<file path="src/rtl/stt_pkg.sv">
package stt_pkg;

  typedef enum logic [2:0] {
    A_CTRL = 3'd0,
    A_MODE = 3'd1,
    A_CNT  = 3'd2,
    A_ARR  = 3'd3,
    A_STAT = 3'd4,
    A_EVT  = 3'd5
  } reg_addr_e;

  localparam logic [2:0] SM_OFF    = 3'b000;
  localparam logic [2:0] SM_TRIG   = 3'b110;
  localparam logic [4:0] TS_ITR0   = 5'b00000;
  localparam logic [4:0] TS_ETI1   = 5'b00100;
  localparam logic [2:0] MM_RESET  = 3'b000;
  localparam logic [2:0] MM_ENABLE = 3'b001;
  localparam logic [2:0] MM_UPDATE = 3'b010;

  localparam int MODE_W = 12;

  typedef struct packed {
    logic       msm;
    logic [2:0] msel;
    logic [4:0] tsel;
    logic [2:0] smode;
  } mode_t;

  function automatic logic pick_trigger(input logic [4:0] tsel,
                                        input logic ext_rise,
                                        input logic itr_rise);
    case (tsel)
      TS_ETI1: return ext_rise;
      TS_ITR0: return itr_rise;
      default: return 1'b0;
    endcase
  endfunction

endpackage

</file>
<file path="src/rtl/stt_trig_sel.sv">
module stt_trig_sel
  import stt_pkg::*;
(
  input  logic       clk,
  input  logic       rst_n,
  input  logic       ext_in,
  input  logic       itr_in,
  input  logic [4:0] tsel,
  output logic       trig_evt
);

  logic ext_q, itr_q;
  logic ext_rise, itr_rise;

  always_ff @(posedge clk or negedge rst_n) begin
    if (!rst_n) begin
      ext_q <= 1'b0;
      itr_q <= 1'b0;
    end else begin
      ext_q <= ext_in;
      itr_q <= itr_in;
    end
  end

  assign ext_rise = ext_in & ~ext_q;
  assign itr_rise = itr_in & ~itr_q;
  assign trig_evt = pick_trigger(tsel, ext_rise, itr_rise);

  AST_LEVEL_NO_RETRIG: assert property (@(posedge clk) disable iff (!rst_n)
    (tsel == TS_ETI1 && ext_in && $past(ext_in)) |-> !trig_evt);

endmodule

</file>
<file path="src/rtl/stt_slave_ctrl.sv">
module stt_slave_ctrl
  import stt_pkg::*;
(
  input  logic       clk,
  input  logic       rst_n,
  input  logic       trig_evt,
  input  logic [2:0] smode,
  input  logic       msm,
  input  logic       cen_we,
  input  logic       cen_wval,
  input  logic       tif_we,
  input  logic       tif_wval,
  output logic       cen,
  output logic       cen_dly,
  output logic       run,
  output logic       tif,
  output logic       trig_hit
);

  assign trig_hit = trig_evt && (smode == SM_TRIG);

  always_ff @(posedge clk or negedge rst_n) begin
    if (!rst_n) begin
      cen     <= 1'b0;
      cen_dly <= 1'b0;
      tif     <= 1'b0;
    end else begin
      cen_dly <= cen;
      if (trig_hit)    cen <= 1'b1;
      else if (cen_we) cen <= cen_wval;
      if (trig_hit)    tif <= 1'b1;
      else if (tif_we) tif <= tif & tif_wval;
    end
  end

  // lockstep mode counts only once the enable has been seen for one cycle
  assign run = msm ? (cen & cen_dly) : cen;

  AST_TRIG_SETS_CEN: assert property (@(posedge clk) disable iff (!rst_n)
    trig_hit |=> cen);
  AST_TRIG_SETS_TIF: assert property (@(posedge clk) disable iff (!rst_n)
    trig_hit |=> tif);
  AST_TIF_STICKY: assert property (@(posedge clk) disable iff (!rst_n)
    (tif && !tif_we) |=> tif);
  AST_OFF_IGNORES: assert property (@(posedge clk) disable iff (!rst_n)
    (smode != SM_TRIG && !cen_we && !cen) |=> !cen);

endmodule

</file>
<file path="src/rtl/stt_count_core.sv">
module stt_count_core #(
  parameter int W = 16
) (
  input  logic         clk,
  input  logic         rst_n,
  input  logic         run,
  input  logic         ug,
  input  logic         ld_we,
  input  logic [W-1:0] ld_val,
  input  logic         arr_we,
  input  logic [W-1:0] arr_val,
  output logic [W-1:0] cnt,
  output logic         wrap_evt
);

  localparam logic [W-1:0] ARR_RST = {W{1'b1}};

  logic [W-1:0] arr;

  function automatic logic [W-1:0] step_count(input logic [W-1:0] c,
                                               input logic [W-1:0] lim);
    return (c == lim) ? '0 : c + 1'b1;
  endfunction

  assign wrap_evt = run && (cnt == arr) && !ug && !ld_we;

  always_ff @(posedge clk or negedge rst_n) begin
    if (!rst_n) begin
      cnt <= '0;
      arr <= ARR_RST;
    end else begin
      if (arr_we) arr <= arr_val;
      if (ug)         cnt <= '0;
      else if (ld_we) cnt <= ld_val;
      else if (run)   cnt <= step_count(cnt, arr);
    end
  end

  AST_UG_CLEARS: assert property (@(posedge clk) disable iff (!rst_n)
    ug |=> (cnt == '0));
  AST_WRAP_ZERO: assert property (@(posedge clk) disable iff (!rst_n)
    wrap_evt |=> (cnt == '0));
  AST_STEP_ONE: assert property (@(posedge clk) disable iff (!rst_n)
    (run && !ug && !ld_we && cnt != arr) |=> (cnt == W'($past(cnt) + 1'b1)));
  AST_LOAD_WINS: assert property (@(posedge clk) disable iff (!rst_n)
    (ld_we && !ug) |=> (cnt == $past(ld_val)));
  AST_IDLE_HOLD: assert property (@(posedge clk) disable iff (!rst_n)
    (!run && !ug && !ld_we) |=> $stable(cnt));

endmodule

</file>
<file path="src/rtl/stt_timer.sv">
module stt_timer
  import stt_pkg::*;
#(
  parameter int CNT_W = 16
) (
  input  logic             clk,
  input  logic             rst_n,
  input  logic             ext_in,
  input  logic             itr_in,
  output logic             trg_out,
  input  logic             wr_en,
  input  logic [2:0]       wr_addr,
  input  logic [CNT_W-1:0] wr_data,
  output logic [CNT_W-1:0] cnt_o,
  output logic             cen_o,
  output logic             tif_o
);

  mode_t mode_q;
  logic  mode_we, cen_we, cnt_we, arr_we, stat_we, ug_wr;
  logic  trig_evt, trig_hit, cen, cen_dly, run, tif, wrap_evt;
  logic  ug_q, wrap_q;

  assign mode_we = wr_en && (wr_addr == A_MODE);
  assign cen_we  = wr_en && (wr_addr == A_CTRL);
  assign cnt_we  = wr_en && (wr_addr == A_CNT);
  assign arr_we  = wr_en && (wr_addr == A_ARR);
  assign stat_we = wr_en && (wr_addr == A_STAT);
  assign ug_wr   = wr_en && (wr_addr == A_EVT) && wr_data[0];

  always_ff @(posedge clk or negedge rst_n) begin
    if (!rst_n) begin
      mode_q <= '0;
      ug_q   <= 1'b0;
      wrap_q <= 1'b0;
    end else begin
      if (mode_we) mode_q <= mode_t'(wr_data[MODE_W-1:0]);
      ug_q   <= ug_wr;
      wrap_q <= wrap_evt;
    end
  end

  stt_trig_sel u_trig (
    .clk      (clk),
    .rst_n    (rst_n),
    .ext_in   (ext_in),
    .itr_in   (itr_in),
    .tsel     (mode_q.tsel),
    .trig_evt (trig_evt)
  );

  stt_slave_ctrl u_slave (
    .clk      (clk),
    .rst_n    (rst_n),
    .trig_evt (trig_evt),
    .smode    (mode_q.smode),
    .msm      (mode_q.msm),
    .cen_we   (cen_we),
    .cen_wval (wr_data[0]),
    .tif_we   (stat_we),
    .tif_wval (wr_data[0]),
    .cen      (cen),
    .cen_dly  (cen_dly),
    .run      (run),
    .tif      (tif),
    .trig_hit (trig_hit)
  );

  stt_count_core #(.W(CNT_W)) u_count (
    .clk      (clk),
    .rst_n    (rst_n),
    .run      (run),
    .ug       (ug_wr),
    .ld_we    (cnt_we),
    .ld_val   (wr_data),
    .arr_we   (arr_we),
    .arr_val  (wr_data),
    .cnt      (cnt_o),
    .wrap_evt (wrap_evt)
  );

  always_comb begin
    case (mode_q.msel)
      MM_ENABLE: trg_out = cen;
      MM_RESET:  trg_out = ug_q;
      MM_UPDATE: trg_out = wrap_q;
      default:   trg_out = 1'b0;
    endcase
  end

  assign cen_o = cen;
  assign tif_o = tif;

  AST_MSM_FIRST_HOLD: assert property (@(posedge clk) disable iff (!rst_n)
    (mode_q.msm && cen && !cen_dly && !ug_wr && !cnt_we) |=> $stable(cnt_o));
  AST_RESET_PULSE_ONE: assert property (@(posedge clk) disable iff (!rst_n)
    (mode_q.msel == MM_RESET && !mode_we && trg_out && !ug_wr) |=> !trg_out);
  AST_TRIG_WINS_CLEAR: assert property (@(posedge clk) disable iff (!rst_n)
    (trig_hit && cen_we && !wr_data[0]) |=> cen_o);

endmodule

</file>
<file path="config.mk">
export PLATFORM = sky130hd
export DESIGN_NAME = stt_timer
export DESIGN_NICKNAME = d
export VERILOG_FILES = /design/src/rtl/stt_pkg.sv /design/src/rtl/stt_trig_sel.sv /design/src/rtl/stt_slave_ctrl.sv /design/src/rtl/stt_count_core.sv /design/src/rtl/stt_timer.sv
export SDC_FILE = /design/constraint.sdc
export NUM_CORES = 1
export LEC_CHECK = 0
export BUFFER_PORTS_ARGS = -buffer_cell sky130_fd_sc_hd__buf_2
export CAP_MARGIN = 20
export CELL_PAD_IN_SITES_DETAIL_PLACEMENT = 1
export CELL_PAD_IN_SITES_GLOBAL_PLACEMENT = 1
export CORE_AREA = 2 2 59 116
export CTS_CLUSTER_DIAMETER = 150
export DETAILED_ROUTE_END_ITERATION = 10
export DIE_AREA = 0 0 61 118
export PLACE_DENSITY_LB_ADDON = 0.1
export SLEW_MARGIN = 25
export SYNTH_ARGS = -nofsm -noshare
export SYNTH_HDL_FRONTEND = slang
export SYNTH_SLANG_ARGS = --single-unit
</file>
<file path="constraint.sdc">
create_clock -name clk -period 2.48 [get_ports clk]
set_clock_uncertainty 0.2 [all_clocks]
set_input_delay 0.496 -clock clk [delete_from_list [all_inputs] [get_ports clk]]
set_output_delay 0.496 -clock clk [all_outputs]
set_load 0.01 [all_outputs]
</file>
==> flow_summary.json <==
{
  "status": "finished, final reports clean",
  "cp.required_ns": 2.45,
  "clock_sinks": 51,
  "clock_path_buffers": 2,
  "finalHoldViolCount": 0,
  "yosys_register_bits": 51,
  "root_buffer": "clkbuf_16",
  "clock_power_share_pct": 24.9,
  "comb_power_share_pct": 31.0,
  "vias": 1966,
  "cp.arrival_ns": 2.20,
  "synth_seq_area_share_pct": 48.3,
  "synth_flop_cell": "dfrtp_1",
  "fmax_mhz": 448,
  "drive_gt1_share_pct": 42.8,
  "drt-total-wl_um": 6510,
  "holdWs_ns": 0.123,
  "dr.pass1.iters": 4,
  "grt_pass1_wl_um": 11000,
  "crit_fanout": 14,
  "maxSlewHeadroom_pct": 54.1,
  "synthDistinctLibCells": 41,
  "synth-edff-count": 0,
  "coreArea_um2": 6310,
  "antenna_found_initial": 0,
  "reg2reg_depth": 5,
  "viasPerCell": 5.33,
  "cts_setup_buffers": 0,
  "worst-setup-path-type": "reg2reg",
  "gr-total-overflow": 0,
  "placedCellCount": 360,
  "end_kind": "flip-flop",
  "dieHeight_um": 118,
  "antenna-diode-count": 0,
  "io_buffer_count": 42,
  "io_pins": 43,
  "finalCritPeriodShare_pct": 90.1,
  "synth_async_sr_flop_share_pct": 100,
  "drv_slew": 0,
  "cts_buffers": 5,
  "cts_tree": "done",
  "timing.critical_path.from": "u_count.cnt[8]",
  "gp_congestion": 0.746,
  "fp-row-count": 41,
  "yosysMostFrequentCell": "dfrtp_1",
  "synthesis.area_um2": 2690,
  "powerDensity_nw_per_um2": 1010,
  "setup_tns_ns": 0,
  "reg2reg_to": "u_count.cnt[4]",
  "synth_top_area_share_pct": 32.6,
  "seq_power_share_pct": 44.1,
  "finalSetupViolCount": 0,
  "ys_warn_count": 0,
  "hold_buffers": 1,
  "clkTransAtPathRegs_ns": 0.07,
  "r2r_slack_ns": 0.25,
  "die_area_um2": 7200,
  "min_period_ns": 2.23,
  "tightest_slew_ns": 0.685,
  "final_cell_count_no_fill": 369,
  "grt_pass1_vias": 2102,
  "whs_path_depth": 1,
  "wl_per_cell_um": 17.7,
  "worstSkewPairLatency_ns": 0.29,
  "crit_end": "u_count.cnt[4]",
  "drt.antenna.violating_nets": 0,
  "p_sw_uw": 1130,
  "synth_nets": 261,
  "p_sw_share_pct": 35.2,
  "syn_to_final_growth_pct": 17.9,
  "max-vdd-ir-drop_mv": 0.545,
  "postSynthAreaPerCell_um2": 11.4,
  "intPower_uw": 2080,
  "yosys-top-cells-count": "dfrtp_1 (35), mux2_2 (26), xor2_1 (22), nor2_1 (21), nand2_1 (17)",
  "multiInputGateArea_um2": 1280,
  "cap_violations": 0,
  "initial_core_util_pct": 42.6,
  "worstHoldPathType": "in2reg",
  "dp_hpwl_um": 4870,
  "ys_top_cells_by_area": "dfrtp_1 (33%), dfstp_2 (16%), mux2_2 (11%), xor2_1 (7.2%), o22ai_2 (3.7%)",
  "synthCells": 236,
  "cts-htree-levels": 2,
  "drt_iter0_markers": 67,
  "layout.nets": 307,
  "grt_use_total_pct": 20.6,
  "grt_max_degree": 30,
  "p_leak_uw": 0.00139,
  "critPathLaunchType": "flip-flop",
  "fp.dieW_um": 61,
  "rsz0062_at_grt": "no",
  "regArea_um2": 1300,
  "fill_cells": 709,
  "worstReg2RegStart": "u_count.cnt[8]",
  "post_cts_resized": 0,
  "drc_errors": 0,
  "synth_top_area_cell": "dfrtp_1"
}
==> layout make-up <==
cell class              instances  share of cell area (%)
multi-input cells             169                    40.5
clock buffers                   6                    4.39
inverters                       4                   0.474
flip-flops and latches         51                    40.9
repair buffers                 51                    9.25
well taps                      86                    3.40
clock inverters                 2                    1.11
==> registers in the layout, indices dropped and copies added (netlist names) <==
register,cells
mode_q,12
u_count.arr,16
u_count.cnt,16
u_slave.cen,1
u_slave.cen_dly,1
u_slave.tif,1
u_trig.ext_q,1
u_trig.itr_q,1
ug_q,1
wrap_q,1
==> cell families (layout without fill, tap and decap cells) <==
| group | count (synthesis) | after routing | share of synthesized area (%) |
|---|---|---|---|
| and+or+nand+nor | 79 | 79 | 16.7 |
| buffers and inverters | 16 | 63 | 4.10 |
| muxes | 28 | 28 | 11.6 |
| DFF | 51 | 51 | 48.3 |
| xor gates and xnor gates | 30 | 30 | 9.79 |
| AOI/OAI and AO/OA | 31 | 31 | 9.04 |
| adders and majority gates | 1 | 1 | 0.466 |
==> worst min path at each step <==
stage	from	endpoint	slack [ns]
2_1_floorplan	rst_n	mode_q[0]	0.0004
3_3_place_gp	u_slave.cen	u_slave.cen_dly	0.28
3_5_place_dp	u_slave.cen	u_slave.cen_dly	0.28
4_1_cts	ext_in	u_trig.ext_q	0.12
5_1_grt	ext_in	u_trig.ext_q	0.12
6_report	ext_in	u_trig.ext_q	0.12
==> stage by stage <==
stage / worst slack (ns) / total power, uW / utilization [%] / area [um2]
global placement: 0.210 / 2400 / 47.2 / 2980
global route: 0.124 / 3420 / 50.2 / 3170
CTS: 0.209 / 3260 / 50.2 / 3170
detailed placement: 0.242 / 2450 / 47.3 / 2980
floorplan: 0.601 / 2130 / - / 2690
finish: 0.246 / 3210 / 50.2 / 3170
==> critical path, cell delays in order (launching register included) <==
cell      delay (ns)
dfrtp_1         0.50
xor2_1          0.22
nor4_2          0.49
nand4_2         0.26
nand2_4         0.29
o211ai_1        0.14
==> routing by layer <==
layer  global-route usage (%)  vias to the layer above  part of all wire [%]
li1                         -                      925                     -
met5                        0                        -                     0
met3                     3.41                        6                   2.8
met2                     34.1                       32                    55
met4                     8.15                        0                   2.3
met1                     25.7                     1003                    40
==> power groups by stage <==
stage | Sequential [uW] | Combinational (uW) | Clock [uW]
after floorplan | 1380 | 743 | 0
final | 1420 | 994 | 801
after global routing | 1470 | 1110 | 843
after global placement | 1420 | 978 | 0
after CTS | 1420 | 1020 | 820
after detailed placement | 1440 | 1010 | 0
==> placed cells by master, fill, tap and decap left out, types with 2 or more instances in the layout <==
| cell | count |
|---|---|
| nor2_1 | 21 |
| nand2_1 | 17 |
| nor3_4 | 2 |
| a31oi_1 | 2 |
| buf_2 | 42 |
| o21ai_0 | 3 |
| a21oi_1 | 10 |
| inv_1 | 4 |
| xor2_1 | 22 |
| mux2_2 | 26 |
| mux2i_1 | 2 |
| dfrtp_1 | 35 |
| nor4_1 | 2 |
| nor2b_2 | 2 |
| o22ai_2 | 8 |
| nand4_1 | 4 |
| clkbuf_16 | 5 |
| nor4_2 | 4 |
| nand3_1 | 16 |
| o22ai_1 | 2 |
| dfstp_2 | 16 |
| nand3b_1 | 2 |
| o211ai_1 | 3 |
| xnor2_1 | 8 |
| buf_4 | 7 |
No activity file was read; power rests on OpenSTA's default activity.
